`src/rtl/hash_probe_engine.sv`:
```
module hash_probe_engine #(
  parameter int THREADS = 8,
  parameter int HASH_BITS = 12,
  parameter int PAY_W = 32,
  parameter int PTR_W = 32,
  parameter logic [PTR_W-1:0] TABLE_BASE = '0,
  localparam int TAG_W = (THREADS > 1) ? $clog2(THREADS) : 1,
  localparam int NODE_W = 32 + PAY_W + PTR_W
) (
  input  logic              clk,
  input  logic              rst_n,
  input  logic              in_valid,
  output logic              in_ready,
  input  logic [31:0]       in_key,
  input  logic [PAY_W-1:0]  in_pay,
  output logic              mem_req_valid,
  input  logic              mem_req_ready,
  output logic [PTR_W-1:0]  mem_req_addr,
  output logic              mem_req_node,
  output logic [TAG_W-1:0]  mem_req_tag,
  input  logic              mem_rsp_valid,
  input  logic [TAG_W-1:0]  mem_rsp_tag,
  input  logic [NODE_W-1:0] mem_rsp_data,
  output logic              out_valid,
  input  logic              out_ready,
  output logic [31:0]       out_key,
  output logic [PAY_W-1:0]  out_probe_pay,
  output logic [PAY_W-1:0]  out_build_pay
);
  localparam logic [31:0] HASH_MULT = 32'h9E3779B1;

  typedef enum logic [1:0] {S_FREE, S_WAIT, S_HEAD, S_NODE} st_t;

  st_t              st     [THREADS];
  logic [31:0]      c_key  [THREADS];
  logic [PAY_W-1:0] c_pay  [THREADS];
  logic [31:0]      c_nkey [THREADS];
  logic [PAY_W-1:0] c_npay [THREADS];
  logic [PTR_W-1:0] c_next [THREADS];
  logic             c_node [THREADS];
  logic             c_sent [THREADS];

  logic             free_any, rdy_any;
  logic [TAG_W-1:0] free_idx, rdy_low, sel;
  logic             hold_q;
  logic [TAG_W-1:0] hold_idx;

  always_comb begin
    free_any = 1'b0;
    free_idx = '0;
    rdy_any  = 1'b0;
    rdy_low  = '0;
    for (int i = THREADS - 1; i >= 0; i--) begin
      if (st[i] == S_FREE) begin
        free_any = 1'b1;
        free_idx = TAG_W'(i);
      end
      if (st[i] == S_HEAD || st[i] == S_NODE) begin
        rdy_any = 1'b1;
        rdy_low = TAG_W'(i);
      end
    end
  end

  assign sel = hold_q ? hold_idx : rdy_low;

  logic [31:0]          hash_prod;
  logic [HASH_BITS-1:0] bucket;
  logic [PTR_W-1:0]     head_addr;
  assign hash_prod = in_key * HASH_MULT;
  assign bucket    = hash_prod[31 -: HASH_BITS];
  assign head_addr = TABLE_BASE + (PTR_W'(bucket) << 2);

  logic sel_head, sel_node, is_null, hit, emit_pend;
  logic walk_req, new_req, drop, issue, mark_sent;

  assign sel_head  = rdy_any && st[sel] == S_HEAD;
  assign sel_node  = rdy_any && st[sel] == S_NODE;
  assign is_null   = c_next[sel] == '0;
  assign hit       = c_nkey[sel] == c_key[sel];
  assign emit_pend = sel_node && hit && !c_sent[sel];

  assign walk_req  = (sel_head || (sel_node && !emit_pend)) && !is_null;
  assign new_req   = !rdy_any && in_valid && free_any;
  assign drop      = is_null && (sel_head || (sel_node && (!emit_pend || out_ready)));
  assign issue     = walk_req && mem_req_ready;
  assign mark_sent = emit_pend && out_ready && !is_null;

  assign in_ready      = !rdy_any && free_any && mem_req_ready;
  assign mem_req_valid = walk_req || new_req;
  assign mem_req_node  = rdy_any;
  assign mem_req_addr  = rdy_any ? c_next[sel] : head_addr;
  assign mem_req_tag   = rdy_any ? sel : free_idx;

  assign out_valid     = emit_pend;
  assign out_key       = c_key[sel];
  assign out_probe_pay = c_pay[sel];
  assign out_build_pay = c_npay[sel];

  always_ff @(posedge clk) begin
    if (!rst_n) begin
      hold_q   <= 1'b0;
      hold_idx <= '0;
    end else begin
      hold_q   <= rdy_any && !(drop || issue);
      hold_idx <= sel;
    end
  end

  always_ff @(posedge clk) begin
    for (int i = 0; i < THREADS; i++) begin
      if (!rst_n) begin
        st[i]     <= S_FREE;
        c_node[i] <= 1'b0;
        c_sent[i] <= 1'b0;
        c_key[i]  <= '0;
        c_pay[i]  <= '0;
        c_nkey[i] <= '0;
        c_npay[i] <= '0;
        c_next[i] <= '0;
      end else begin
        if (in_valid && in_ready && free_idx == TAG_W'(i)) begin
          st[i]     <= S_WAIT;
          c_key[i]  <= in_key;
          c_pay[i]  <= in_pay;
          c_node[i] <= 1'b0;
          c_sent[i] <= 1'b0;
        end
        if (mem_rsp_valid && mem_rsp_tag == TAG_W'(i)) begin
          if (c_node[i]) begin
            st[i]     <= S_NODE;
            c_nkey[i] <= mem_rsp_data[31:0];
            c_npay[i] <= mem_rsp_data[32 +: PAY_W];
            c_next[i] <= mem_rsp_data[32 + PAY_W +: PTR_W];
          end else begin
            st[i]     <= S_HEAD;
            c_next[i] <= mem_rsp_data[PTR_W-1:0];
          end
        end
        if (rdy_any && sel == TAG_W'(i)) begin
          if (drop) begin
            st[i] <= S_FREE;
          end else if (issue) begin
            st[i]     <= S_WAIT;
            c_node[i] <= 1'b1;
            c_sent[i] <= 1'b0;
          end else if (mark_sent) begin
            c_sent[i] <= 1'b1;
          end
        end
      end
    end
  end

  a_r4_out_from_node: assert property (@(posedge clk) disable iff (!rst_n)
    out_valid |-> st[sel] == S_NODE);

  a_r11_out_hold: assert property (@(posedge clk) disable iff (!rst_n)
    out_valid && !out_ready |=> out_valid && $stable(out_key)
      && $stable(out_probe_pay) && $stable(out_build_pay));

  a_r3_node_not_null: assert property (@(posedge clk) disable iff (!rst_n)
    mem_req_valid && mem_req_node |-> mem_req_addr != '0);

  a_r7_recycle_first: assert property (@(posedge clk) disable iff (!rst_n)
    in_valid && in_ready |-> !out_valid && !mem_req_node);

  a_r9_rsp_to_waiter: assert property (@(posedge clk) disable iff (!rst_n)
    mem_rsp_valid |-> st[mem_rsp_tag] == S_WAIT);

  a_r6_emit_before_walk: assert property (@(posedge clk) disable iff (!rst_n)
    mem_req_valid && mem_req_node |-> !out_valid);

endmodule

```
`config.mk`:
```
export PLATFORM = sky130hd
export DESIGN_NAME = hash_probe_engine
export DESIGN_NICKNAME = d
export VERILOG_FILES = /design/src/rtl/hash_probe_engine.sv
export SDC_FILE = /design/constraint.sdc
export NUM_CORES = 2
export LEC_CHECK = 0
export ABC_AREA = 1
export BUFFER_PORTS_ARGS = -buffer_cell sky130_fd_sc_hd__buf_2
export CAP_MARGIN = 20
export CORE_MARGIN = 3
export CORE_UTILIZATION = 29
export DETAILED_ROUTE_END_ITERATION = 8
export HOLD_SLACK_MARGIN = 0.06
export MAX_ROUTING_LAYER = met4
export PLACE_DENSITY = 0.55
export SLEW_MARGIN = 20
export SYNTH_ARGS = -nofsm -noshare
export SYNTH_HDL_FRONTEND = slang
export SYNTH_SLANG_ARGS = --single-unit
```
`constraint.sdc`:
```
create_clock -name clk -period 12.33 [get_ports clk]
set_clock_uncertainty 0.05 [all_clocks]
set_input_delay 2.466 -clock clk [delete_from_list [all_inputs] [get_ports clk]]
set_output_delay 2.466 -clock clk [all_outputs]
set_load 0.01 [all_outputs]
```
## After elaboration in Yosys (flattened, before gate mapping)

Memories as Yosys holds them, arrays and structs flattened.
Cells that the tools add are included.

| storage, ports and cells | value |
|---|---|
| register bits | 4 |
| latch bits | 0 |
| RAM bits | 1312 |
| bits in read-only memories | 0 |
| input bits | 169 |
| memories kept | 8 |

| operators by class | value |
|---|---|
| add/subtract/negate cells | 0 |
| multiply operators | 1 |
| div/mod/pow operators | 0 |
| magnitude comparators | 0 |
| equality and inequality tests | 40 |
| shift-type cells | 0 |
| multiplexer cells | 330 |
| bitwise gates (word level) | 128 |
| reductions and logical operators | 71 |

Memory list:

| memory | words | bits a word | rd ports | clocked after Yosys merged registers in | wr ports | line | RTL |
|---|---|---|---|---|---|---|---|
| c_key | 8 | 32 | 1 | 0 | 8 | 35 | `logic [31:0] c_key [THREADS];` |
| c_next | 8 | 32 | 1 | 0 | 8 | 39 | `logic [PTR_W-1:0] c_next [THREADS];` |
| c_nkey | 8 | 32 | 1 | 0 | 8 | 37 | `logic [31:0] c_nkey [THREADS];` |
| c_npay | 8 | 32 | 1 | 0 | 8 | 38 | `logic [PAY_W-1:0] c_npay [THREADS];` |
| c_pay | 8 | 32 | 1 | 0 | 8 | 36 | `logic [PAY_W-1:0] c_pay [THREADS];` |
| st | 8 | 2 | 9 | 0 | 8 | 34 | `st_t st [THREADS];` |
| +2 memories | n/a | n/a | n/a | n/a | n/a | n/a |  |

Operators with widths:

| kind | count |
|---|---|
| $mux W32 | 49 |
| $mux W1 | 223 |
| $or A1 B1 Y1 | 128 |
| $mux W2 | 40 |
| $mux W3 | 18 |
| $logic_and A1 B1 Y1 | 41 |
| $eq A2 B2 Y1 const B | 18 |
| $eq A3 B3 Y1 const B | 12 |
| $eq A32 B32 Y1 | 1 |
| $logic_not A32 Y1 | 1 |
| $mul A32 B32 Y32 const B | 1 |
| $eq A3 B2 Y1 const B | 6 |
| $logic_not A2 Y1 | 8 |
| $logic_or A1 B1 Y1 | 13 |
| $eq A3 B1 Y1 const B | 3 |
| $logic_not A3 Y1 | 3 |
| $logic_not A1 Y1 | 5 |

## Longest topological paths before layout

An unclocked memory read counts as a cell.

| logic depth | value |
|---|---|
| depth after elaboration | 29 |
| depth in mapped cells | 31 |
| depth with buffers taken out | 31 |

## Least setup slack after synthesis

No wires, ideal clock.

| timing path | value |
|---|---|
| kind | in2out |
| start | in in_key[5] |
| end | out mem_req_addr[13] |
| data arrival time | 8494 ps |
| required time | 9814 ps |
| setup slack | 1320 ps |
| cell stages on the path | 31 |
| path buffers | 0 |
| path through | clkinv_1 -> fa_1 -> inv_1 -> fa_1 -> fa_1 -> inv_1 -> fa_1 -> inv_1 -> fa_1 -> inv_1 -> fa_1 -> inv_1 -> fa_1 -> inv_1 -> fa_1 -> inv_1 -> ha_1 -> nand2_1 -> inv_1 -> nand3_1 -> o221ai_1 -> a21oi_1 -> nor3_1 -> nand2_1 -> nand2_1 -> nand2_1 -> nand2_1 -> nand2_1 -> and3_1 -> o21ai_0 -> o21ai_0 |

| between the ends | value |
|---|---|
| cells in the longest elaborated chain, start to end | 2 |

Ends and longest elaborated chain:

| element | line | RTL |
|---|---|---|
| start, declared | 14 | `input logic [31:0] in_key,` |
| $mul A32 B32 Y32 | 70 | `assign hash_prod = in_key * HASH_MULT;` |
| $mux W32 | 92 | `assign mem_req_addr = rdy_any ? c_next[sel] : head_addr;` |
| end, declared | 18 | `output logic [PTR_W-1:0] mem_req_addr,` |

Every way passes these cells.

## Worst setup path in the final report

| timing path | value |
|---|---|
| start | in in_key[12] |
| end | out mem_req_addr[13] |

Same word-level chain as after synthesis.

==> flow_summary.json <==
{
  "power.internal_w": 0.01055,
  "wirelength_um": 253100,
  "grt_pass1_wl_um": 365200,
  "power.density_nw_per_um2": 227.5,
  "antenna_left": 0,
  "post_cts_buffers": 0,
  "die_w_um": 499.4,
  "arrival_ns": 9.42,
  "dp_slack_ns": 0.3314,
  "seqPwrFrac_pct": 28.3,
  "clkTransAtPathRegs_ns": 0.06,
  "rsz0062_at_grt": "false",
  "ir_drop_mv": 0.8967,
  "worst_slew_pin_slew_ns": 1.191,
  "setup_viol": 0,
  "start_util_pct": 29.24,
  "status": "complete, no violations",
  "crit_top_cell": "fa_1",
  "io_pins": 304,
  "slew-limit-headroom_pct": 20.62,
  "utilization_pct": 33.08,
  "synth.net_count": 7867,
  "cts_buffers": 148,
  "fp-row-count": 180,
  "firstDrtPassIters": 6,
  "wl_per_cell_um": 23.56,
  "async_flop_share_pct": 0,
  "drv_slew": 0,
  "worst_path_dominant_cell_family": "adder cells",
  "slowest_stage": "fa_1",
  "power_switching_w": 0.007620,
  "synth_edf_count": 1310,
  "critPathMaxFanout": 9,
  "p_leak_nw": 33.82,
  "die_y_um": 499.4,
  "drc": 0,
  "crit_required_ns": 9.81,
  "hold_violations": 0,
  "swShare_pct": 41.93,
  "synthFlopType": "edfxtp_1",
  "critPathBufInv": 7,
  "die_area_um2": 249400,
  "drtIter0Drc": 5823,
  "crit_path_max_incr_delay_ns": 0.55,
  "finalWorstSetupSlack_ns": 0.3899,
  "grt-ovfl-total": 0,
  "final_layout_size_suffix_gt1_share_pct": 9.256,
  "cts_hold_buffers": 0,
  "period_minus_slack_ns": 11.94,
  "p_comb_share_pct": 49.0,
  "cts_max_path_buffers": 3,
  "numPortBuffers": 303,
  "hpwl_um": 151500,
  "yosys_warnings": 0,
  "vias": 54540,
  "syn_area_per_cell_um2": 9.657,
  "seq_area_frac_synth_pct": 55.89,
  "endpoint_kind": "output port",
  "fin_crit_sh_pct": 96.84,
  "netlist_top_cells_area": "edfxtp_1 56%, nor2_1 7.5%, nand2_1 6.8%",
  "yosysTopAreaCell": "edfxtp_1",
  "timing.fmax_ghz": 0.08375,
  "grt_max_degree": 118,
  "synthCells": 7311,
  "final_nets": 7983,
  "drv_cap": 0,
  "via_per_inst": 5.077,
  "clkPwrFrac_pct": 22.7,
  "area_growth_pct": 13.13,
  "track_usage_pct": 20.30,
  "tns_ns": 0,
  "grt_pass1_vias": 53090,
  "core_area_um2": 241400,
  "clkSinkCount": 1316,
  "hold_path_class": "reg -> reg",
  "crit_path_start_kind": "input port",
  "cts_root_buf": "clkbuf_16",
  "htree_levels": 4,
  "yosys.area.top_type_share_pct": 55.72,
  "synth.distinct_cells": 49,
  "netlist_area_um2": 70600,
  "clock_latency_ns": 0.78,
  "cts_tree": "yes",
  "gp_congestion": 0.8926,
  "critical_path_class": "in -> out",
  "antenna_found_initial": 29,
  "synth_seq_cells": 1316
}
## tightest hold or removal path, cell delays in order (launching register included)
cell and delay (ns):
dfxtp_1 0.30, inv_1 0.07, nor2_1 0.05, nand2_1 0.05, nand2_1 0.05
## worst paths after layout
kind	endpoint	startpoint	slack, ns	cells past startpoint
setup / recovery	mem_req_addr[13]	in_key[12]	0.39	27
setup reg to reg	c_sent[1]	st[0][1]	5.82	19
hold / removal	c_sent[4]	c_sent[4]	0.52	4
hold reg to reg	c_sent[4]	c_sent[4]	0.52	4
## cell usage after synthesis (all sizes together), types with 135 or more instances
master,instances
nor2,1421
edfxtp,1310
nand2,1288
inv,992
nand3,314
clkbuf,295
o22ai,257
fa,203
ha,184
nand4,181
buf,149
a22oi,135
## final cells by class
cell class,count,area (um^2)
flip-flops and latches,1316,39460
fillers,24700,161600
diodes,17,42.54
clock inverters,69,441.7
inverters,1015,3847
clock buffers,195,3986
multi-input cells,4536,25770
well taps,3185,3985
repair buffers,410,2345
## kinds of logic after synthesis
family / count (synthesis) / synth area share (%)
and+or+nand+nor: 3358 / 19.87
xor gates and xnor gates: 39 / 0.4838
AOI/OAI and AO/OA: 752 / 6.724
buffers and inverters: 1459 / 8.024
adders and majority gates: 387 / 9.017
DFF: 1316 / 55.89
## power groups by stage
stage,Clock [W],Sequential (W),Combinational [W]
after floorplan,0,0.00523,0.00568
after CTS,0.00419,0.00514,0.00886
final,0.00413,0.00514,0.00890
after global placement,0,0.00523,0.00877
after detailed placement,0,0.00523,0.00881
after global routing,0.00435,0.00515,0.00993
## layout by cell type, fill, tap and decap left out, types with 31 or more instances in the layout
cell,netlist,final
clkinv_1,23,54
buf_2,79,303
nand2_1,1281,1256
o21ai_1,34,34
nor2_1,1415,1414
fa_1,203,203
a21oi_1,74,74
clkbuf_16,0,153
a22oi_1,135,135
edfxtp_1,1310,1310
nand3_1,311,310
clkinv_2,0,31
clkbuf_1,295,42
buf_4,14,105
a31oi_1,72,72
a211oi_1,55,55
nand4_1,181,181
inv_1,983,970
nand3b_1,110,110
o22ai_1,257,257
o21ai_0,98,94
ha_1,184,184
## flip-flops by register name, indices dropped and copies added, names as in the netlist
register  count
hold_idx      3
st           16
c_next      256
c_node        8
c_npay      256
c_pay       256
c_nkey      256
c_key       256
hold_q        1
c_sent        8
## metrics by stage
step	hold WS [ns]	total power, W	cell area [um^2]	instances
3_3_place_gp	0.4770	0.01400	75390	10460
4_1_cts	0.5155	0.01819	79820	10730
3_5_place_dp	0.5065	0.01405	75390	10460
2_1_floorplan	0.4316	0.01091	70600	7311
6_report	0.5161	0.01817	79880	10740
5_1_grt	0.5478	0.01944	79870	10740
## metal layers
metal	up-vias	share of wire [%]	GRT usage (%)
met5	-	0	-
met4	0	3.3	6.532
met3	421	9.2	3.368
met2	2667	46	31.64
met1	26870	42	26.98
li1	24580	-	-
## what timing repair did
item,CTS,global route
setup endpoints to repair,0,1
endpoints found under the hold margin,0,0
resized for setup,0,1
Power figures use the tool's default switching activity.
